File: src/rtl/bom_pkg.sv
package bom_pkg;
    typedef enum logic {TX_IDLE, TX_SEND} tx_state_e;
    typedef enum logic {RX_HUNT, RX_BODY} rx_state_e;
endpackage

File: src/rtl/bom_tx.sv
module bom_tx
    import bom_pkg::*;
#(
    parameter int ONES_LEN = 8,
    parameter int PAY_W    = 6
) (
    input  logic             clk,
    input  logic             rst_n,
    input  logic             slot_en,
    input  logic             tx_enable,
    input  logic [PAY_W-1:0] tx_msg,
    output logic             tx_bit
);
    localparam int CW_LEN = ONES_LEN + PAY_W + 2;
    localparam int POS_W  = $clog2(CW_LEN);
    localparam logic [POS_W-1:0] P_ONE  = POS_W'(1);
    localparam logic [POS_W-1:0] P_SEP  = POS_W'(ONES_LEN);
    localparam logic [POS_W-1:0] P_LAST = POS_W'(CW_LEN - 1);

    tx_state_e        st_q, st_d;
    logic [POS_W-1:0] pos_q, pos_d;   // position of the next bit to send
    logic [PAY_W-1:0] sh_q, sh_d;     // payload shadow, shifted out MSB first
    logic             bit_q, bit_d;

    always_comb begin
        st_d  = st_q;
        pos_d = pos_q;
        sh_d  = sh_q;
        bit_d = bit_q;
        if (slot_en) begin
            unique case (st_q)
                TX_IDLE: begin
                    bit_d = 1'b1;
                    if (tx_enable) begin
                        st_d  = TX_SEND;
                        sh_d  = tx_msg;
                        pos_d = P_ONE;
                    end
                end
                TX_SEND: begin
                    if (pos_q == '0) begin
                        bit_d = 1'b1;
                        if (tx_enable) begin
                            sh_d  = tx_msg;
                            pos_d = P_ONE;
                        end else begin
                            st_d = TX_IDLE;
                        end
                    end else begin
                        pos_d = (pos_q == P_LAST) ? '0 : pos_q + P_ONE;
                        if (pos_q < P_SEP) begin
                            bit_d = 1'b1;
                        end else if (pos_q == P_SEP || pos_q == P_LAST) begin
                            bit_d = 1'b0;
                        end else begin
                            bit_d = sh_q[PAY_W-1];
                            sh_d  = {sh_q[PAY_W-2:0], 1'b0};
                        end
                    end
                end
                default: st_d = TX_IDLE;
            endcase
        end
    end

    always_ff @(posedge clk) begin
        if (!rst_n) st_q <= TX_IDLE;
        else        st_q <= st_d;
    end

    always_ff @(posedge clk) begin
        if (!rst_n) begin
            pos_q <= '0;
            sh_q  <= '0;
            bit_q <= 1'b1;
        end else begin
            pos_q <= pos_d;
            sh_q  <= sh_d;
            bit_q <= bit_d;
        end
    end

    assign tx_bit = bit_q;

    a_r5_tx_hold: assert property (@(posedge clk) disable iff (!rst_n)
        !slot_en |=> $stable(tx_bit));
    a_r4_idle_mark: assert property (@(posedge clk) disable iff (!rst_n)
        (st_q == TX_IDLE) |-> tx_bit);
    a_r2_ones_lead: assert property (@(posedge clk) disable iff (!rst_n)
        (st_q == TX_SEND && pos_q >= P_ONE && pos_q <= P_SEP) |-> tx_bit);
    a_r2_zero_frame: assert property (@(posedge clk) disable iff (!rst_n)
        (st_q == TX_SEND && (pos_q == '0 || pos_q == P_SEP + P_ONE)) |-> !tx_bit);
endmodule

File: src/rtl/bom_rx.sv
module bom_rx
    import bom_pkg::*;
#(
    parameter int ONES_LEN = 8,
    parameter int PAY_W    = 6,
    parameter int CONFIRM  = 2
) (
    input  logic             clk,
    input  logic             rst_n,
    input  logic             slot_en,
    input  logic             rx_bit,
    output logic [PAY_W-1:0] rx_msg,
    output logic             rx_changed
);
    localparam int ONES_W = $clog2(ONES_LEN + 1);
    localparam int BCNT_W = $clog2(PAY_W + 1);
    localparam int RUN_W  = $clog2(CONFIRM + 1);
    localparam logic [ONES_W-1:0] ONES_MAX = ONES_W'(ONES_LEN);
    localparam logic [BCNT_W-1:0] BC_TAIL  = BCNT_W'(PAY_W);
    localparam logic [RUN_W-1:0]  RUN_MAX  = RUN_W'(CONFIRM);

    rx_state_e         st_q, st_d;
    logic [ONES_W-1:0] ones_q, ones_d;
    logic [BCNT_W-1:0] bc_q, bc_d;
    logic [PAY_W-1:0]  data_q, data_d;
    logic [PAY_W-1:0]  cand_q, cand_d;
    logic [RUN_W-1:0]  run_q, run_d;
    logic [PAY_W-1:0]  msg_q, msg_d;
    logic              chg_q, chg_d;
    logic              same;
    logic [RUN_W-1:0]  run_new;
    logic              reached;

    always_comb begin
        same    = (run_q != '0) && (data_q == cand_q);
        run_new = same ? ((run_q == RUN_MAX) ? run_q : run_q + RUN_W'(1)) : RUN_W'(1);
        reached = (run_new == RUN_MAX) && !(same && run_q == RUN_MAX);
    end

    always_comb begin
        st_d   = st_q;
        ones_d = ones_q;
        bc_d   = bc_q;
        data_d = data_q;
        cand_d = cand_q;
        run_d  = run_q;
        msg_d  = msg_q;
        chg_d  = 1'b0;
        if (slot_en) begin
            unique case (st_q)
                RX_HUNT: begin
                    if (rx_bit) begin
                        ones_d = (ones_q == ONES_MAX) ? ones_q : ones_q + ONES_W'(1);
                    end else if (ones_q == ONES_MAX) begin
                        st_d   = RX_BODY;
                        ones_d = '0;
                        bc_d   = '0;
                    end else begin
                        ones_d = '0;
                        run_d  = '0;
                    end
                end
                RX_BODY: begin
                    if (bc_q == BC_TAIL) begin
                        st_d = RX_HUNT;
                        if (!rx_bit) begin
                            cand_d = data_q;
                            run_d  = run_new;
                            if (reached && data_q != msg_q) begin
                                msg_d = data_q;
                                chg_d = 1'b1;
                            end
                        end else begin
                            run_d = '0;
                        end
                    end else begin
                        data_d = {data_q[PAY_W-2:0], rx_bit};
                        bc_d   = bc_q + BCNT_W'(1);
                    end
                end
                default: st_d = RX_HUNT;
            endcase
        end
    end

    always_ff @(posedge clk) begin
        if (!rst_n) st_q <= RX_HUNT;
        else        st_q <= st_d;
    end

    always_ff @(posedge clk) begin
        if (!rst_n) begin
            ones_q <= '0;
            bc_q   <= '0;
            data_q <= '0;
            cand_q <= '0;
            run_q  <= '0;
            msg_q  <= '0;
            chg_q  <= 1'b0;
        end else begin
            ones_q <= ones_d;
            bc_q   <= bc_d;
            data_q <= data_d;
            cand_q <= cand_d;
            run_q  <= run_d;
            msg_q  <= msg_d;
            chg_q  <= chg_d;
        end
    end

    assign rx_msg     = msg_q;
    assign rx_changed = chg_q;

    a_r9_single_pulse: assert property (@(posedge clk) disable iff (!rst_n)
        rx_changed |=> !rx_changed);
    a_r9_value_differs: assert property (@(posedge clk) disable iff (!rst_n)
        rx_changed |-> (rx_msg != $past(rx_msg)));
    a_r7_move_flagged: assert property (@(posedge clk) disable iff (!rst_n)
        !$stable(rx_msg) |-> rx_changed);
    a_r5_rx_hold: assert property (@(posedge clk) disable iff (!rst_n)
        !slot_en |=> $stable(rx_msg));
endmodule

File: src/rtl/bom_xcvr.sv
module bom_xcvr #(
    parameter int ONES_LEN = 8,
    parameter int PAY_W    = 6,
    parameter int CONFIRM  = 2
) (
    input  logic             clk,
    input  logic             rst_n,
    input  logic             slot_en,
    input  logic             tx_enable,
    input  logic [PAY_W-1:0] tx_msg,
    output logic             tx_bit,
    input  logic             rx_bit,
    output logic [PAY_W-1:0] rx_msg,
    output logic             rx_changed
);
    bom_tx #(.ONES_LEN(ONES_LEN), .PAY_W(PAY_W)) tx_i (
        .clk       (clk),
        .rst_n     (rst_n),
        .slot_en   (slot_en),
        .tx_enable (tx_enable),
        .tx_msg    (tx_msg),
        .tx_bit    (tx_bit)
    );

    bom_rx #(.ONES_LEN(ONES_LEN), .PAY_W(PAY_W), .CONFIRM(CONFIRM)) rx_i (
        .clk        (clk),
        .rst_n      (rst_n),
        .slot_en    (slot_en),
        .rx_bit     (rx_bit),
        .rx_msg     (rx_msg),
        .rx_changed (rx_changed)
    );
endmodule

File: config.mk
export PLATFORM = sky130hd
export DESIGN_NAME = bom_xcvr
export DESIGN_NICKNAME = d
export VERILOG_FILES = /design/src/rtl/bom_pkg.sv /design/src/rtl/bom_tx.sv /design/src/rtl/bom_rx.sv /design/src/rtl/bom_xcvr.sv
export SDC_FILE = /design/constraint.sdc
export NUM_CORES = 1
export LEC_CHECK = 0
export BUFFER_PORTS_ARGS = -buffer_cell sky130_fd_sc_hd__buf_4
export CAP_MARGIN = 20
export CORE_MARGIN = 2
export CORE_UTILIZATION = 34
export DETAILED_ROUTE_END_ITERATION = 10
export GPL_ROUTABILITY_DRIVEN = 0
export HOLD_SLACK_MARGIN = 0.02
export PLACE_DENSITY = 0.47
export SYNTH_ARGS = -nofsm -noshare
export SYNTH_HDL_FRONTEND = slang
export SYNTH_HIERARCHICAL = 1
export SYNTH_SLANG_ARGS = --single-unit
File: constraint.sdc
create_clock -name clk -period 3.5 [get_ports clk]
set_input_delay 0.35 -clock clk [delete_from_list [all_inputs] [get_ports clk]]
set_output_delay 0.35 -clock clk [all_outputs]
set_load 0.1 [all_outputs]
==> results.ini, run 1 <==
[outcome]
outcome = completed

[synth]
async_flop_share = 0
synth_adder_area_share = 0.04926
ys_seq_area_frac = 0.3591
netlist-cell-type-count = 48
netlist_instances = 250
synth_top_family_by_area = simple AND/OR/NAND/NOR gates
ys_warn_count = 6
synth-compound-area-share = 0.1440
synth-seq-cells = 41
syn_area_per_cell_sq_um = 9.144
synthMuxAreaShare = 0.08812
synth-xor-area-share = 0.05747
ys.flop_type = dfxtp_1
netlist_area_sq_mm = 0.002286
synth_simple_gate_area_frac = 0.2474
syn-num-nets = 270
synth_edf_count = 0

[min_path]
min_from = tx_msg[0]
hp-class = input port to flop
min_path_cells = 3
whs_endpoint = tx_i/sh_q[0]$_SDFFE_PN0P_

[cells_and_area]
register_area_sq_um = 820.8
mostFrequentLayoutCells = dfxtp_1 (41), nand2_1 (27), mux2i_1 (19)
multi_input_area_sq_mm = 0.001340
num-nets-final = 278
final_common_cell = dfxtp_1
final_cell_count_no_fill = 335
fin_area_sq_mm = 0.002520
antenna_cells = 0
syn2layout_area_growth_pct = 10.24
n_fill_cell = 659
drive_above_1_share = 0.1318

[sta]
drv_slew = 0
rsz0062_at_grt = no
setup_violations = 0
fmax_ghz = 0.4412
fin_ws_ps = 1234
min_period_ps = 2266
tightest_slew_ps = 904.8
tns_ps = 0
final.setup_skew_ps = 5.658
fin_crit_sh = 0.6475
relSlewSlack = 0.3968
hold_viol_final = 0

[setup_path]
required_ps = 3730
r2r_end = rx_i/rx_msg[5]$_SDFFE_PN0P_
reg2regPathDepth = 7
crit_type = flop to flop
cp_max_fo = 8
worstPathArrival_ps = 2490
start_kind = flop
worstSetupEndpointType = flop
critical_path.startpoint = rx_i/bc_q[0]$_SDFFE_PN0P_
ff2ff_setup_slack_ps = 1230
r2r-start = rx_i/bc_q[0]$_SDFFE_PN0P_

[cts]
cts_buffer_depth = 2
cts_setup_buffers = 0
cts_buffers = 5
cts_sinks = 41
clkLatencyLatePin_ps = 290
cts-root-buf = clkbuf_8
cts_tree = yes
postCtsResizedCells = 0
cts_hold_buffers = 0
cts.clk_slew.worst_paths_ps = 80
cts_htree_levels = 2

[pwr]
power_mw = 0.8757
power_leakage_nw = 0.9282
peakVddDrop_mv = 0.1189
powerDensity_mw_per_mm2 = 347.5

[grt]
grtUsageTotal = 0.1335
grt_pass1_vias = 1647
antenna_found_initial = 0
overflow = 0
grt_pass1_wl_um = 7817
grt_max_degree = 47

[place]
io_buffer_count = 18
dpl_cell_area_sq_mm = 0.002434
post-place-ws_ps = 1227
placed_cells = 328
hpwl_um = 3030

[die]
boundaryPins = 19
rows = 29
coreArea_sq_mm = 0.006422
initial_utilization = 0.3559
die-width_um = 86.00
die_height_um = 86.00
dieArea_sq_mm = 0.007395

[drt]
drt_pass1_iterations = 4
drc = 0
dr_total_vias = 1720
wl_per_cell_um = 13.72
viasPerCell = 5.134
wl_um = 4596
postRouteAntennaNets = 0
drtIter0Drc = 53

[flow_run]
maxCapViolations = 0

## flip-flops by register name (all words and copies together), names as in the netlist
signal,flops
rx_i/st_q,1
rx_i/ones_q,4
tx_i/pos_q,4
rx_i/run_q,2
rx_i/bc_q,3
rx_i/rx_changed,1
tx_i/st_q,1
rx_i/rx_msg,6
tx_i/tx_bit,1
rx_i/cand_q,6
tx_i/sh_q,6
rx_i/data_q,6
## Yosys cell counts (5+ instances only)
| cell | instances | area (sq um) |
|---|---|---|
| nor2b_1 | 17 | 106.4 |
| nand3_1 | 6 | 30.03 |
| a22oi_1 | 5 | 37.54 |
| o21ai_0 | 5 | 25.02 |
| nor3_1 | 5 | 25.02 |
| dfxtp_1 | 41 | 820.8 |
| nand2_1 | 27 | 101.4 |
| xnor2_1 | 6 | 52.55 |
| clkbuf_1 | 11 | 41.29 |
| xor2_1 | 9 | 78.83 |
| ha_1 | 9 | 112.6 |
| inv_1 | 11 | 41.29 |
| o221ai_1 | 5 | 43.79 |
| nor2_1 | 7 | 26.28 |
| nand2b_1 | 13 | 81.33 |
| mux2i_1 | 19 | 190.2 |
## how the worst max path moves through the flow
stage,to,slack [ps],cells after the start
floorplan,rx_i/rx_msg[0]$_SDFFE_PN0P_,1530,7
global placement,rx_i/rx_msg[2]$_SDFFE_PN0P_,1260,7
detailed placement,rx_i/rx_msg[3]$_SDFFE_PN0P_,1230,7
CTS,rx_i/rx_msg[3]$_SDFFE_PN0P_,1210,7
global route,rx_i/rx_msg[4]$_SDFFE_PN0P_,1000,7
finish,rx_i/rx_msg[5]$_SDFFE_PN0P_,1230,7
## metal layers
layer,part of all wire,GRT usage,up-vias
met5,0,0,-
met4,0.015,0.05628,0
met3,0.032,0.03465,5
met2,0.43,0.2086,21
met1,0.52,0.1738,809
li1,-,-,885
## where the power goes
| group | internal, mW | switching, mW |
|---|---|---|
| clock | 0.157 | 0.160 |
| combinational | 0.0366 | 0.0379 |
| sequential | 0.476 | 0.00828 |
| total | 0.669 | 0.207 |
## worst max-delay path, stage by stage (launching register included)
cell	delay, ps
dfxtp_1	320
inv_1	80
ha_1	230
nand2_2	110
nor3_4	450
nand4_2	200
nor4_4	560
mux2i_1	250
## through the flow
step	hold slack, ps	utilization
after floorplan	441.2	-
after global placement	460.8	0.3789
after detailed placement	461.3	0.3789
after CTS	371.9	0.3924
after global routing	405.7	0.3924
final	377.9	0.3924
## cells by family after synthesis
family	count (synthesis)
flops	41
xor+xnor	15
fa+ha+maj	9
mux	20
buf+inv	28
simple gates	95
compound gates	42
## area by class of cell
type | count | area share
tap | 77 | 0.03823
clock buffer | 7 | 0.03426
timing repair buffer | 18 | 0.05362
sequential | 41 | 0.3257
inverter | 11 | 0.01639
multi-input combinational | 181 | 0.5318
No activity file was read; power rests on OpenSTA's default activity.
==> inputs of run 2 (changes only) <==
ABC_AREA = 1   (was default)
clock period = 2.1 ns   (was 3.5 ns; I/O delays follow)
==> run 2 against run 1 <==
  * Die area shrank 5.7%
  * Global-route usage grew 0.19 points
  * Wire length shrank 1.7%
  * Final area shrank 3.2%
  * Area after synthesis shrank 6.0%
  * Synthesized cell count grew 27%
  * Critical path depth grew 5
  * Sequential power grew 65%
  * Clock skew shrank 2.1 ps
==> results.ini, run 2 <==
[grt]
overflow = 0  ; unchanged
antenna_found_initial = 0  ; unchanged
grt_max_degree = 31  ; -34%
grt_pass1_vias = 1726  ; +4.8%
grt_pass1_wl_um = 7866  ; +0.63%
grtUsageTotal = 0.1354  ; +0.001896

[synth]
ys_seq_area_frac = 0.3821  ; +0.02300
syn-num-nets = 338  ; +25%
yosys.cell_count.top_type = nand2_1
netlist_area_sq_mm = 0.002148  ; -6.0%
netlist-cell-type-count = 25  ; -48%
synth.area.top_cells = dfxtp_1 (38%), nand2_1 (16%), inv_1 (7.2%)
ys.flop_type = dfxtp_1
synth_edf_count = 0  ; unchanged
async_flop_share = 0  ; unchanged
synth_area_leader_cell = dfxtp_1
ys_warn_count = 6  ; unchanged
syn_area_per_cell_sq_um = 6.756  ; -26%
synthTopCellsByCount = nand2_1 (92), dfxtp_1 (41), inv_1 (41)
synth-seq-cells = 41  ; unchanged
netlist_instances = 318  ; +27%
synth_top_cell_area_share = 0.3821  ; +0.02300

[cts]
cts-root-buf = clkbuf_8
cts_buffers = 5  ; unchanged
cts_htree_levels = 2  ; unchanged
cts.clk_slew.worst_paths_ps = 80  ; about the same
cts_buffer_depth = 2  ; unchanged
cts_sinks = 41  ; unchanged
clkLatencyLatePin_ps = 280  ; about the same
cts_setup_buffers = 0  ; unchanged
cts_tree = yes
postCtsResizedCells = 0  ; unchanged
cts_hold_buffers = 0  ; unchanged

[sta]
tns_ps = 0  ; unchanged
drv_slew = 0  ; unchanged
tightest_slew_ps = 357.4  ; -547.4 ps
rsz0062_at_grt = no
fmax_ghz = 0.6165  ; +40%
hold_viol_final = 0  ; unchanged
whs_ps = 224.4  ; -153.6 ps
fin_crit_sh = 0.7724  ; +0.1248
setup_violations = 0  ; unchanged
final.setup_skew_ps = 3.515  ; -2.143 ps
relSlewSlack = 0.7592  ; +0.3624
min_period_ps = 1622  ; -644.4 ps

[setup_path]
worstPathArrival_ps = 1810  ; -680 ps
required_ps = 2280  ; -1450 ps
crit_chain = inv_1 -> ha_1 -> nand2_1 -> nor2_4 -> nand2_4 -> nor3_2 -> nand2_1 -> nor2_2 -> buf_4 -> nand2_1 -> nand2_1 -> nor2_1
worstSetupEndpointType = flop
crit_family = simple AND/OR/NAND/NOR gates
critPathMostFrequentCell = nand2_1
critical_path.slowest_cell = dfxtp_1
critical_path_buf_inv_count = 2  ; +1
critical_path.startpoint = rx_i/bc_q[0]$_SDFFE_PN0P_
start_kind = flop
r2r-start = rx_i/bc_q[0]$_SDFFE_PN0P_
cp_slowest_stage_delay_ps = 320  ; -240 ps
cp_max_fo = 12  ; +4
crit_type = flop to flop

[pwr]
clkPwrFrac = 0.353  ; -0.009
p_seq_frac = 0.570  ; +0.017
power_mw = 1.401  ; +60%
power_leakage_nw = 1.042  ; +12%
p_sw_mw = 0.3351  ; +62%
peakVddDrop_mv = 0.3443  ; +190%
p_sw_frac = 0.2391  ; +0.003337
internal_power_mw = 1.066  ; +59%
p_comb_frac = 0.076  ; -0.009
powerDensity_mw_per_mm2 = 574.5  ; +65%

[cells_and_area]
num-nets-final = 359  ; +29%
fin_area_sq_mm = 0.002439  ; -3.2%
syn2layout_area_growth_pct = 13.51
mostFrequentLayoutCells = nand2_1 (92), inv_1 (41), dfxtp_1 (41)
final_common_cell = nand2_1
drive_above_1_share = 0.1294  ; -0.002371
n_fill_cell = 664  ; +0.76%
final_cell_count_no_fill = 415  ; +24%
antenna_cells = 0  ; unchanged

[place]
dpl_cell_area_sq_mm = 0.002359  ; -3.1%
io_buffer_count = 18  ; unchanged
hpwl_um = 3249  ; +7.2%
placed_cells = 407  ; +24%

[die]
die_height_um = 83.49  ; -2.9%
initial_utilization = 0.3565  ; +0.0005878
boundaryPins = 19  ; unchanged
coreArea_sq_mm = 0.006026  ; -6.2%
die-width_um = 83.49  ; -2.9%
rows = 28  ; -3.4%
dieArea_sq_mm = 0.006971  ; -5.7%

[drt]
postRouteAntennaNets = 0  ; unchanged
dr_total_vias = 1896  ; +10%
wl_per_cell_um = 10.89  ; -21%
viasPerCell = 4.569  ; -11%
drc = 0  ; unchanged
drtIter0Drc = 68  ; +28%
drt_pass1_iterations = 4  ; unchanged
wl_um = 4519  ; -1.7%

[outcome]
outcome = completed

[flow_run]
maxCapViolations = 0  ; unchanged

[min_path]
hp-class = input port to flop
min_from = tx_msg[0]

==> run 2: worst paths after layout <==
path	to	slack, ps	cells after the start
setup / recovery	rx_i/rx_msg[0]$_SDFFE_PN0P_	480	12
hold / removal	tx_i/sh_q[0]$_SDFFE_PN0P_	220	3
setup reg to reg	rx_i/rx_msg[0]$_SDFFE_PN0P_	480	12
hold reg to reg	tx_i/sh_q[0]$_SDFFE_PN0P_	470	2
==> run 2: final cells by class <==
type,instances,area [sq um],share of cell area
Multi-Input combinational cell,226,1125,0.4613
Clock buffer,8,80.08,0.03284
Sequential cell,41,820.8,0.3366
Timing Repair Buffer,20,150.1,0.06157
Tap cell,75,93.84,0.03848
Inverter,45,168.9,0.06927
==> run 2: cell families (layout without fill, tap and decap cells) <==
| logic type | count (synthesis) | in the layout | synth area share |
|---|---|---|---|
| simple gates | 158 | 158 | 0.3209 |
| buf+inv | 51 | 73 | 0.09435 |
| compound gates | 56 | 56 | 0.1380 |
| fa+ha+maj | 9 | 9 | 0.05242 |
| flops | 41 | 41 | 0.3821 |
| xor+xnor | 3 | 3 | 0.01223 |
==> run 2: power groups by stage <==
stage / sequential [mW] / combinational (mW) / clock [mW]
2_1_floorplan: 0.815 / 0.0751 / 0
3_3_place_gp: 0.818 / 0.108 / 0
3_5_place_dp: 0.818 / 0.109 / 0
4_1_cts: 0.799 / 0.110 / 0.531
5_1_grt: 0.801 / 0.123 / 0.569
6_report: 0.799 / 0.107 / 0.495
==> run 2: metrics by stage <==
stage	util	setup slack [ps]
2_1_floorplan	-	242.6
3_3_place_gp	0.3914	464.8
3_5_place_dp	0.3914	482.8
4_1_cts	0.4047	453.9
5_1_grt	0.4047	300.1
6_report	0.4047	478.0
==> run 2: worst register-to-register path, delay by kind of cell (launching register included) <==
kind	cells	cell delay, ps
adders and majority gates	1	140
buffers and inverters	2	260
DFF	1	320
and+or+nand+nor	9	780
==> run 2: routing by layer <==
layer,vias up,share of wire,GRT usage
met4,0,0.0093,0.03959
met2,26,0.45,0.2229
li1,1037,-,-
met1,828,0.50,0.1784
met5,-,0,0
met3,5,0.037,0.02967
